File: config.mk
export PLATFORM = sky130hd
export DESIGN_NAME = evt_combiner
export DESIGN_NICKNAME = d
export VERILOG_FILES = /design/src/rtl/evt_pkg.sv /design/src/rtl/evt_cfg_reg.sv /design/src/rtl/evt_res_map.sv /design/src/rtl/evt_res_sel.sv /design/src/rtl/evt_bool_fn.sv /design/src/rtl/evt_combiner.sv
export SDC_FILE = /design/constraint.sdc
export NUM_CORES = 1
export LEC_CHECK = 0
export ABC_AREA = 1
export BUFFER_PORTS_ARGS = -buffer_cell sky130_fd_sc_hd__buf_2
export CORE_ASPECT_RATIO = 1.4
export CORE_UTILIZATION = 55
export DETAILED_ROUTE_END_ITERATION = 16
export PLACE_DENSITY_LB_ADDON = 0.08
export SLEW_MARGIN = 0
export SYNTH_ARGS = -nofsm -noshare
export SYNTH_HDL_FRONTEND = slang
export SYNTH_HIERARCHICAL = 1
export SYNTH_SLANG_ARGS = --single-unit
File: constraint.sdc
create_clock -name clk -period 2 [get_ports clk]
set_input_delay 0 -clock clk [delete_from_list [all_inputs] [get_ports clk]]
set_output_delay 0 -clock clk [all_outputs]
set_load 0.05 [all_outputs]
File: src/rtl/evt_pkg.sv
// Package evt_pkg
// Shared widths, field layout and function codes for the event combiner.
// Assumes the class/slot encoding is fixed; counts follow that encoding.
package evt_pkg;
    localparam int ID_W     = 7;
    localparam int CLASS_W  = 3;
    localparam int SLOT_W   = ID_W - CLASS_W;
    localparam int FN_W     = 3;
    localparam int WORD_W   = FN_W + 2 * ID_W;
    localparam int TBL_N    = 1 << ID_W;
    localparam int SLOTS    = 1 << SLOT_W;
    localparam int N_SRC    = 2;

    localparam int N_ADDR   = 16;
    localparam int N_RANGE  = 8;
    localparam int N_SWF    = 4;
    localparam int N_WPT    = 8;
    localparam int N_CNT    = 4;
    localparam int N_SEQ    = 3;
    localparam int N_CTX    = 3;
    localparam int N_EXT    = 4;
    localparam int N_XSEL   = 4;

    typedef enum logic [FN_W-1:0] {
        FN_A        = 3'd0,
        FN_NA       = 3'd1,
        FN_A_B      = 3'd2,
        FN_NA_B     = 3'd3,
        FN_NA_NB    = 3'd4,
        FN_AOR_B    = 3'd5,
        FN_NAOR_B   = 3'd6,
        FN_NAOR_NB  = 3'd7
    } fn_e;

    typedef struct packed {
        logic [FN_W-1:0] fn;
        logic [ID_W-1:0] id_b;
        logic [ID_W-1:0] id_a;
    } evt_word_t;
endpackage

File: src/rtl/evt_cfg_reg.sv
// Module evt_cfg_reg
// Holds the event word. Loads it on a write strobe whose byte address
// equals four times REG_NUM. Synchronous active-low reset clears it.
// Assumes writes are single-cycle strobes; no read path exists.
module evt_cfg_reg
    import evt_pkg::*;
#(
    parameter int ADDR_W  = 12,
    parameter int REG_NUM = 8
) (
    input  logic              clk,
    input  logic              rst_n,
    input  logic              wr_en,
    input  logic [ADDR_W-1:0] wr_addr,
    input  logic [WORD_W-1:0] wr_data,
    output evt_word_t         word
);
    localparam logic [ADDR_W-1:0] BYTE_OFS = ADDR_W'(REG_NUM * 4);

    logic hit;

    // Decode a write aimed at this register.
    always_comb begin
        hit = wr_en && (wr_addr == BYTE_OFS);
    end

    // Store the event word on a decoded write.
    always_ff @(posedge clk) begin
        if (!rst_n) begin
            word <= '0;
        end else if (hit) begin
            word <= evt_word_t'(wr_data);
        end
    end

    assert_write_load_R2: assert property (@(posedge clk) disable iff (!rst_n)
        (wr_en && wr_addr == BYTE_OFS) |=> (word == $past(wr_data)));

    assert_other_hold_R2: assert property (@(posedge clk) disable iff (!rst_n)
        !(wr_en && wr_addr == BYTE_OFS) |=> $stable(word));
endmodule

File: src/rtl/evt_res_map.sv
// Module evt_res_map
// Lays the status inputs out as a table indexed by the 7-bit identifier.
// Each class owns 16 slots; holes and unused classes are tied to 0,
// and class 6 slot 15 is tied to 1.
module evt_res_map
    import evt_pkg::*;
(
    input  logic [N_ADDR-1:0]  addr_cmp,
    input  logic [N_RANGE-1:0] range_cmp,
    input  logic [N_SWF-1:0]   sw_flag,
    input  logic [N_WPT-1:0]   wpt_cmp,
    input  logic [N_CNT-1:0]   cnt_zero,
    input  logic [N_SEQ-1:0]   seq_state,
    input  logic [N_CTX-1:0]   ctx_cmp,
    input  logic               vmid_cmp,
    input  logic               trc_ss,
    input  logic [N_EXT-1:0]   ext_in,
    input  logic [N_XSEL-1:0]  ext_sel,
    input  logic               nonsecure,
    input  logic               trc_prohibit,
    output logic [TBL_N-1:0]   tbl
);
    logic [SLOTS-1:0] cls [8];

    // Fill each class row; unlisted slots stay 0.
    always_comb begin
        for (int c = 0; c < 8; c++) cls[c] = '0;
        cls[0]                 = addr_cmp;
        cls[1][N_RANGE-1:0]    = range_cmp;
        cls[1][8 +: N_SWF]     = sw_flag;
        cls[2][N_WPT-1:0]      = wpt_cmp;
        cls[4][N_CNT-1:0]      = cnt_zero;
        cls[5][N_SEQ-1:0]      = seq_state;
        cls[5][8 +: N_CTX]     = ctx_cmp;
        cls[5][11]             = vmid_cmp;
        cls[5][15]             = trc_ss;
        cls[6][N_EXT-1:0]      = ext_in;
        cls[6][8 +: N_XSEL]    = ext_sel;
        cls[6][13]             = nonsecure;
        cls[6][14]             = trc_prohibit;
        cls[6][15]             = 1'b1;
    end

    genvar g;
    generate
        for (g = 0; g < 8; g++) begin : g_row
            assign tbl[g*SLOTS +: SLOTS] = cls[g];
        end
    endgenerate
endmodule

File: src/rtl/evt_res_sel.sv
// Module evt_res_sel
// Picks one resource bit from the identifier-indexed table.
// Assumes the table already holds 0 for every reserved identifier.
module evt_res_sel
    import evt_pkg::*;
(
    input  logic [TBL_N-1:0] tbl,
    input  logic [ID_W-1:0]  id,
    output logic             val
);
    // Index the table by the identifier.
    always_comb begin
        val = tbl[id];
    end
endmodule

File: src/rtl/evt_bool_fn.sv
// Module evt_bool_fn
// Applies the two-input Boolean function chosen by the 3-bit code.
// Purely combinational.
module evt_bool_fn
    import evt_pkg::*;
(
    input  logic [FN_W-1:0] fn,
    input  logic            a,
    input  logic            b,
    output logic            y
);
    // Evaluate the selected function.
    always_comb begin
        case (fn_e'(fn))
            FN_A:       y = a;
            FN_NA:      y = !a;
            FN_A_B:     y = a && b;
            FN_NA_B:    y = !a && b;
            FN_NA_NB:   y = !a && !b;
            FN_AOR_B:   y = a || b;
            FN_NAOR_B:  y = !a || b;
            default:    y = !a || !b;
        endcase
    end
endmodule

File: src/rtl/evt_combiner.sv
// Module evt_combiner
// Top of the event combiner. It stores one event word, selects two
// resources by identifier and drives their Boolean combination.
// The output is combinational from the stored word and status inputs.
module evt_combiner
    import evt_pkg::*;
#(
    parameter int ADDR_W  = 12,
    parameter int REG_NUM = 8
) (
    input  logic              clk,
    input  logic              rst_n,
    input  logic              wr_en,
    input  logic [ADDR_W-1:0] wr_addr,
    input  logic [16:0]       wr_data,
    input  logic [15:0]       addr_cmp,
    input  logic [7:0]        range_cmp,
    input  logic [3:0]        sw_flag,
    input  logic [7:0]        wpt_cmp,
    input  logic [3:0]        cnt_zero,
    input  logic [2:0]        seq_state,
    input  logic [2:0]        ctx_cmp,
    input  logic              vmid_cmp,
    input  logic              trc_ss,
    input  logic [3:0]        ext_in,
    input  logic [3:0]        ext_sel,
    input  logic              nonsecure,
    input  logic              trc_prohibit,
    output logic              evt_out
);
    evt_word_t        word;
    logic [TBL_N-1:0] tbl;
    logic [ID_W-1:0]  sel_id  [N_SRC];
    logic             sel_val [N_SRC];

    evt_cfg_reg #(.ADDR_W(ADDR_W), .REG_NUM(REG_NUM)) cfg_i (
        .clk     (clk),
        .rst_n   (rst_n),
        .wr_en   (wr_en),
        .wr_addr (wr_addr),
        .wr_data (wr_data),
        .word    (word)
    );

    evt_res_map map_i (
        .addr_cmp     (addr_cmp),
        .range_cmp    (range_cmp),
        .sw_flag      (sw_flag),
        .wpt_cmp      (wpt_cmp),
        .cnt_zero     (cnt_zero),
        .seq_state    (seq_state),
        .ctx_cmp      (ctx_cmp),
        .vmid_cmp     (vmid_cmp),
        .trc_ss       (trc_ss),
        .ext_in       (ext_in),
        .ext_sel      (ext_sel),
        .nonsecure    (nonsecure),
        .trc_prohibit (trc_prohibit),
        .tbl          (tbl)
    );

    // Route the A and B identifiers out of the stored word.
    always_comb begin
        sel_id[0] = word.id_a;
        sel_id[1] = word.id_b;
    end

    genvar s;
    generate
        for (s = 0; s < N_SRC; s++) begin : g_sel
            evt_res_sel sel_i (
                .tbl (tbl),
                .id  (sel_id[s]),
                .val (sel_val[s])
            );
        end
    endgenerate

    evt_bool_fn fn_i (
        .fn (word.fn),
        .a  (sel_val[0]),
        .b  (sel_val[1]),
        .y  (evt_out)
    );

    assert_force_on_R10: assert property (@(posedge clk) disable iff (!rst_n)
        (word.id_a == 7'h6F && word.fn == FN_A) |-> evt_out);

    assert_force_off_R10: assert property (@(posedge clk) disable iff (!rst_n)
        (word.id_a == 7'h6F && word.fn == FN_NA) |-> !evt_out);

    assert_reserved_class_R9: assert property (@(posedge clk) disable iff (!rst_n)
        (word.id_a[6:4] == 3'd3 || word.id_a[6:4] == 3'd7) |-> !sel_val[0]);

    assert_and_needs_both_R4: assert property (@(posedge clk) disable iff (!rst_n)
        (word.fn == FN_A_B && evt_out) |-> (sel_val[0] && sel_val[1]));

    assert_addr_slot_R5: assert property (@(posedge clk) disable iff (!rst_n)
        (word.id_a[6:4] == 3'd0) |-> (sel_val[0] == addr_cmp[word.id_a[3:0]]));
endmodule

* After elaboration in Yosys (flattened, before gate mapping) *
Index checks and enable logic that the tools add are counted.

word-level totals
  flip-flop bits (word level) = 17
  input bits = 90
  output and inout port bits = 1
  word-level logic and storage cells = 27

cells by class
  $lt $le $gt $ge = 2
  eq/ne operators = 7
  mux-type cells = 5
  reduce and logical (&&, ||, !) cells = 10

operators with widths
  operator             count
  $lt 7x8->1 const B   2
  $bmux 1 s7           2
  $eq 12x6->1 const B  1
  $eq 3x3->1 const B   3
  $pmux 1 s7           1
  $eq 3x2->1 const B   2
  $logic_and 1x1->1    4
  $eq 3x1->1 const B   1
  $logic_not 3->1      1
  $logic_or 1x1->1     3
  $logic_not 1->1      2
  $mux 1               2

* Logic depth before layout (Yosys ltp) *
  depth after elaboration = 5
  mapped depth = 17
  depth with buffers taken out = 16

* Modules after synthesis *
The synthesis kept the hierarchy.

by module, submodules not included
  module       instances  cells an instance  area each (um^2)  sequential area each (um^2)
  evt_res_sel  2          296                1338.8            0.0
  evt_res_map  1          130                968.4             0.0
  evt_cfg_reg  1          130                834.6             340.3
  evt_bool_fn  1          17                 72.6              0.0

* Worst setup path before layout *
OpenSTA, ideal clock, no wires.

  path type = register -> output
  start point = register cfg_i/word[0] (netlist name)
  end point = output evt_out
  arrival = 1812 ps
  required time = 2000 ps
  path slack = 188 ps
  cell stages (with the launch flop) = 16
  path buffers = 2
  path through = dfxtp_1 -> buf_4 -> buf_4 -> nand2_1 -> nand3_1 -> nand3_1 -> nand3_1 -> nand2_1 -> nand2_1 -> nand3_1 -> nand2_1 -> nand2_1 -> nand2_1 -> xor2_1 -> nand2_1 -> nand2_1

RTL lines
  item           line                text
  end, declared  evt_combiner.sv:29  output logic evt_out

==> metrics.md <==
| Metric | Value |
|---|---|
| Area of the multi-input gates | `0.00312 mm²` |
| Violated checks | `negative setup slack` |
| Crit path max fanout | `10` |
| Placed cell area | `0.00432 mm²` |
| TritonRoute pass-1 iters | `5` |
| Number of max-cap violations | `0` |
| GRT Util Overall | `35.0%` |
| Post-detailed-route wirelength per cell | `15.4 µm` |
| Fmax | `467 MHz` |
| WS Path Type | `reg2out` |
| Hold Path Class | `in2reg` |
| HPWL Detailed | `9410 µm` |
| CORE AREA | `0.00789 mm²` |
| Post-Layout Inst Area | `0.00495 mm²` |
| Antenna viol nets, final | `0` |
| Largest family of logic cells by synthesized area | `simple AND/OR/NAND/NOR gates` |
| Total Routed Length | `15200 µm` |
| ANT cells | `0` |
| Die Wd | `78.9 µm` |
| Number of I/O port buffers | `90` |
| Most common cell in the netlist | `nand2_1` |
| Antenna violations before repair | `0` |
| Register area | `350 µm²` |
| Post-synthesis mux area share | `0%` |
| CTS Hold Bufs | `0` |
| Cell accounting for the most synthesized area | `nand3_1` |
| Post-Syn Area | `0.00455 mm²` |
| Initial core utilization | `57.7%` |
| Sequential share of the synthesized area | `7.47%` |
| Root Buffer | `clkbuf_8` |
| Worst-path clk slew | `0.07 ns` |
| IO Count | `91` |
| Final setup violation count | `1` |
| Core Util, Final | `62.8%` |
| Slew HR | `60.5%` |
| GRT overflow | `0` |
| Layout cell share with drive strength beyond 1 | `21.0%` |
| Final Hold Fails | `0` |
| FILL cells | `871` |
| Die Footprint | `0.00865 mm²` |
| Top reg by flops | `cfg_i/word` |
| Post-synthesis compound-gate area fraction | `0%` |
| Critical path endpoint category | `output pin` |
| Slew Viols, Final | `0` |
| Worst EP required | `2.00 ns` |
| Fin crit share | `107%` |
| Simple-gate share of the synthesized area | `59.3%` |
| Data arrival time of the critical path | `2.14 ns` |
| Synth Area in Adders | `0%` |
| Ys Warns | `6` |
| Clk buf depth | `2` |
| Site Rows | `38` |
| Initial drt markers | `629` |
| Worst r2r src | `cfg_i/word[7]$_SDFFE_PN0P_` |
| Worst Tran Pin Value | `0.592 ns` |
| Hold wc startpoint | `wr_data[6]` |
| Worst Skew | `0 ns` |
| Area share of the largest cell type after synthesis | `27.7%` |
| Via count | `5510` |
| XOR/XNOR share of the synthesized area | `0.192%` |
| Latest clock arrival within the worst-skew pair | `0.24 ns` |
| RePlAce Congestion | `0.928` |
| Vias in the first global route | `4985` |
| Startpoint Class | `flop` |
| Area grow syn2layout | `8.79%` |
| LEAKAGE | `2.61 nW` |
| Outcome | `finished, violations left` |
| Cts bufs inserted | `3` |
| Max reg flops | `17` |
| P per Cell Area | `189 mW/mm²` |
| Fraction of registers with async set or reset after synthesis | `0%` |
| Pin count of the biggest net entering global routing | `33` |
| DR vias/cell | `5.56` |
| CTS tree | `yes` |
| Post-route minimum period | `2.14 ns` |
| Synth Flop Type | `dfxtp_1` |
| Nets | `982` |
| Largest cells by area after synthesis | `nand3_1, nand2_1, buf_4` |
| Worst ir drop on vdd | `0.000301 V` |
| Num Clock Sinks | `17` |
| Top cells by count, synth | `nand2_1, nand3_1, buf_4` |
| Final worst slack | `-0.141 ns` |
| Die Span Y | `110 µm` |
| First-pass GRT wire length | `23700 µm` |
| Overall power after layout | `0.934 mW` |
| Cells after synthesis | `869` |
| Unique masters post-synth | `16` |
| Regs by FF count | `cfg_i/word x17` |
| Setup TNS | `-0.141 ns` |
| RSZ-0062 raised after global routing | `yes` |
| H-tree levels | `1` |
| Setup crit start | `cfg_i/word[7]$_SDFFE_PN0P_` |
| Syn avg cell area | `5.24 µm²` |
| Drt drc | `0` |
| Synthesized flop and latch total | `17` |
| Post-synth EDFFs | `0` |
==> per-layer routing <==
metal / up-vias / global-route usage, % / share of wire (%)
li1: 2636 / - / -
met1: 2448 / 38.8 / 35
met2: 351 / 62.5 / 49
met3: 75 / 4.40 / 9.5
met4: 0 / 22.6 / 6.1
met5: - / 0 / 0
==> cells in the final DEF (no fill, tap or decap), types with 2 or more instances in the layout <==
cell,count
nand3_1,228
conb_1,70
nor2_2,4
nor2_1,38
dfxtp_2,2
clkbuf_8,3
buf_6,4
bufbuf_16,3
nand2_1,319
clkbuf_16,2
buf_4,16
inv_8,2
dfxtp_4,2
buf_16,6
inv_2,4
nand3_2,24
inv_1,34
dfxtp_1,13
nor2_4,2
nand2_2,11
buf_12,11
buf_2,89
==> critical path: stages, from the launching register on <==
cell	delay [ns]
dfxtp_4	0.41
inv_8	0.07
buf_12	0.15
nand2_1	0.07
nand3_2	0.09
nand3_1	0.10
nand3_1	0.08
nand2_1	0.08
nand2_1	0.08
nand3_2	0.09
nand2_1	0.06
nand2_1	0.07
nand2_2	0.09
nand2_2	0.06
nand2_1	0.05
nand2_1	0.05
nand3_1	0.06
nand2_1	0.08
buf_6	0.16
==> per-stage QoR <==
stage	setup WS, ns	instances	hold slack (ns)
floorplan	0.188	937	0.219
finish	-0.141	991	0.0591
CTS	-0.0926	989	0.0614
global placement	0.0301	970	0.316
detailed placement	0.0333	970	0.323
global route	-0.316	991	0.0773
==> cell type report <==
| type | instances | share of cell area (%) |
|---|---|---|
| timing repair buffer | 131 | 23.1 |
| tap | 100 | 2.53 |
| clock inverter | 1 | 0.101 |
| inverter | 41 | 3.49 |
| clock buffer | 3 | 0.834 |
| multi-input combinational | 698 | 62.9 |
| sequential | 17 | 7.07 |
==> cell families (layout without fill, tap and decap cells) <==
kind of cell | count (synthesis) | after routing
buf+inv | 222 | 176
other cells | 2 | 70
flops | 17 | 17
xor+xnor | 1 | 1
simple gates | 627 | 627
==> timing repair <==
item                                    4_1_cts  5_1_grt
endpoints found under the setup margin        1        1
gates cloned                                 10        2
gates resized for setup                      43       17
pin swaps                                    16       14
buffers inserted                              5        1
==> power by group <==
group          internal, mW  switching, mW  leakage (nW)
Combinational         0.150          0.199          2.44
Clock                 0.138          0.111        0.0255
Sequential            0.336      0.0000978         0.140
==> final timing paths <==
| kind | slack [ns] | cells after the start | to |
|---|---|---|---|
| min | 0.06 | 5 | cfg_i/word[6]$_SDFFE_PN0P_ |
| min reg2reg | 0.51 | 2 | cfg_i/word[16]$_SDFFE_PN0P_ |
| max | -0.14 | 18 | evt_out |
| max reg2reg | 1.04 | 4 | cfg_i/word[7]$_SDFFE_PN0P_ |
Note: power is estimated with default switching activity, not from simulation.
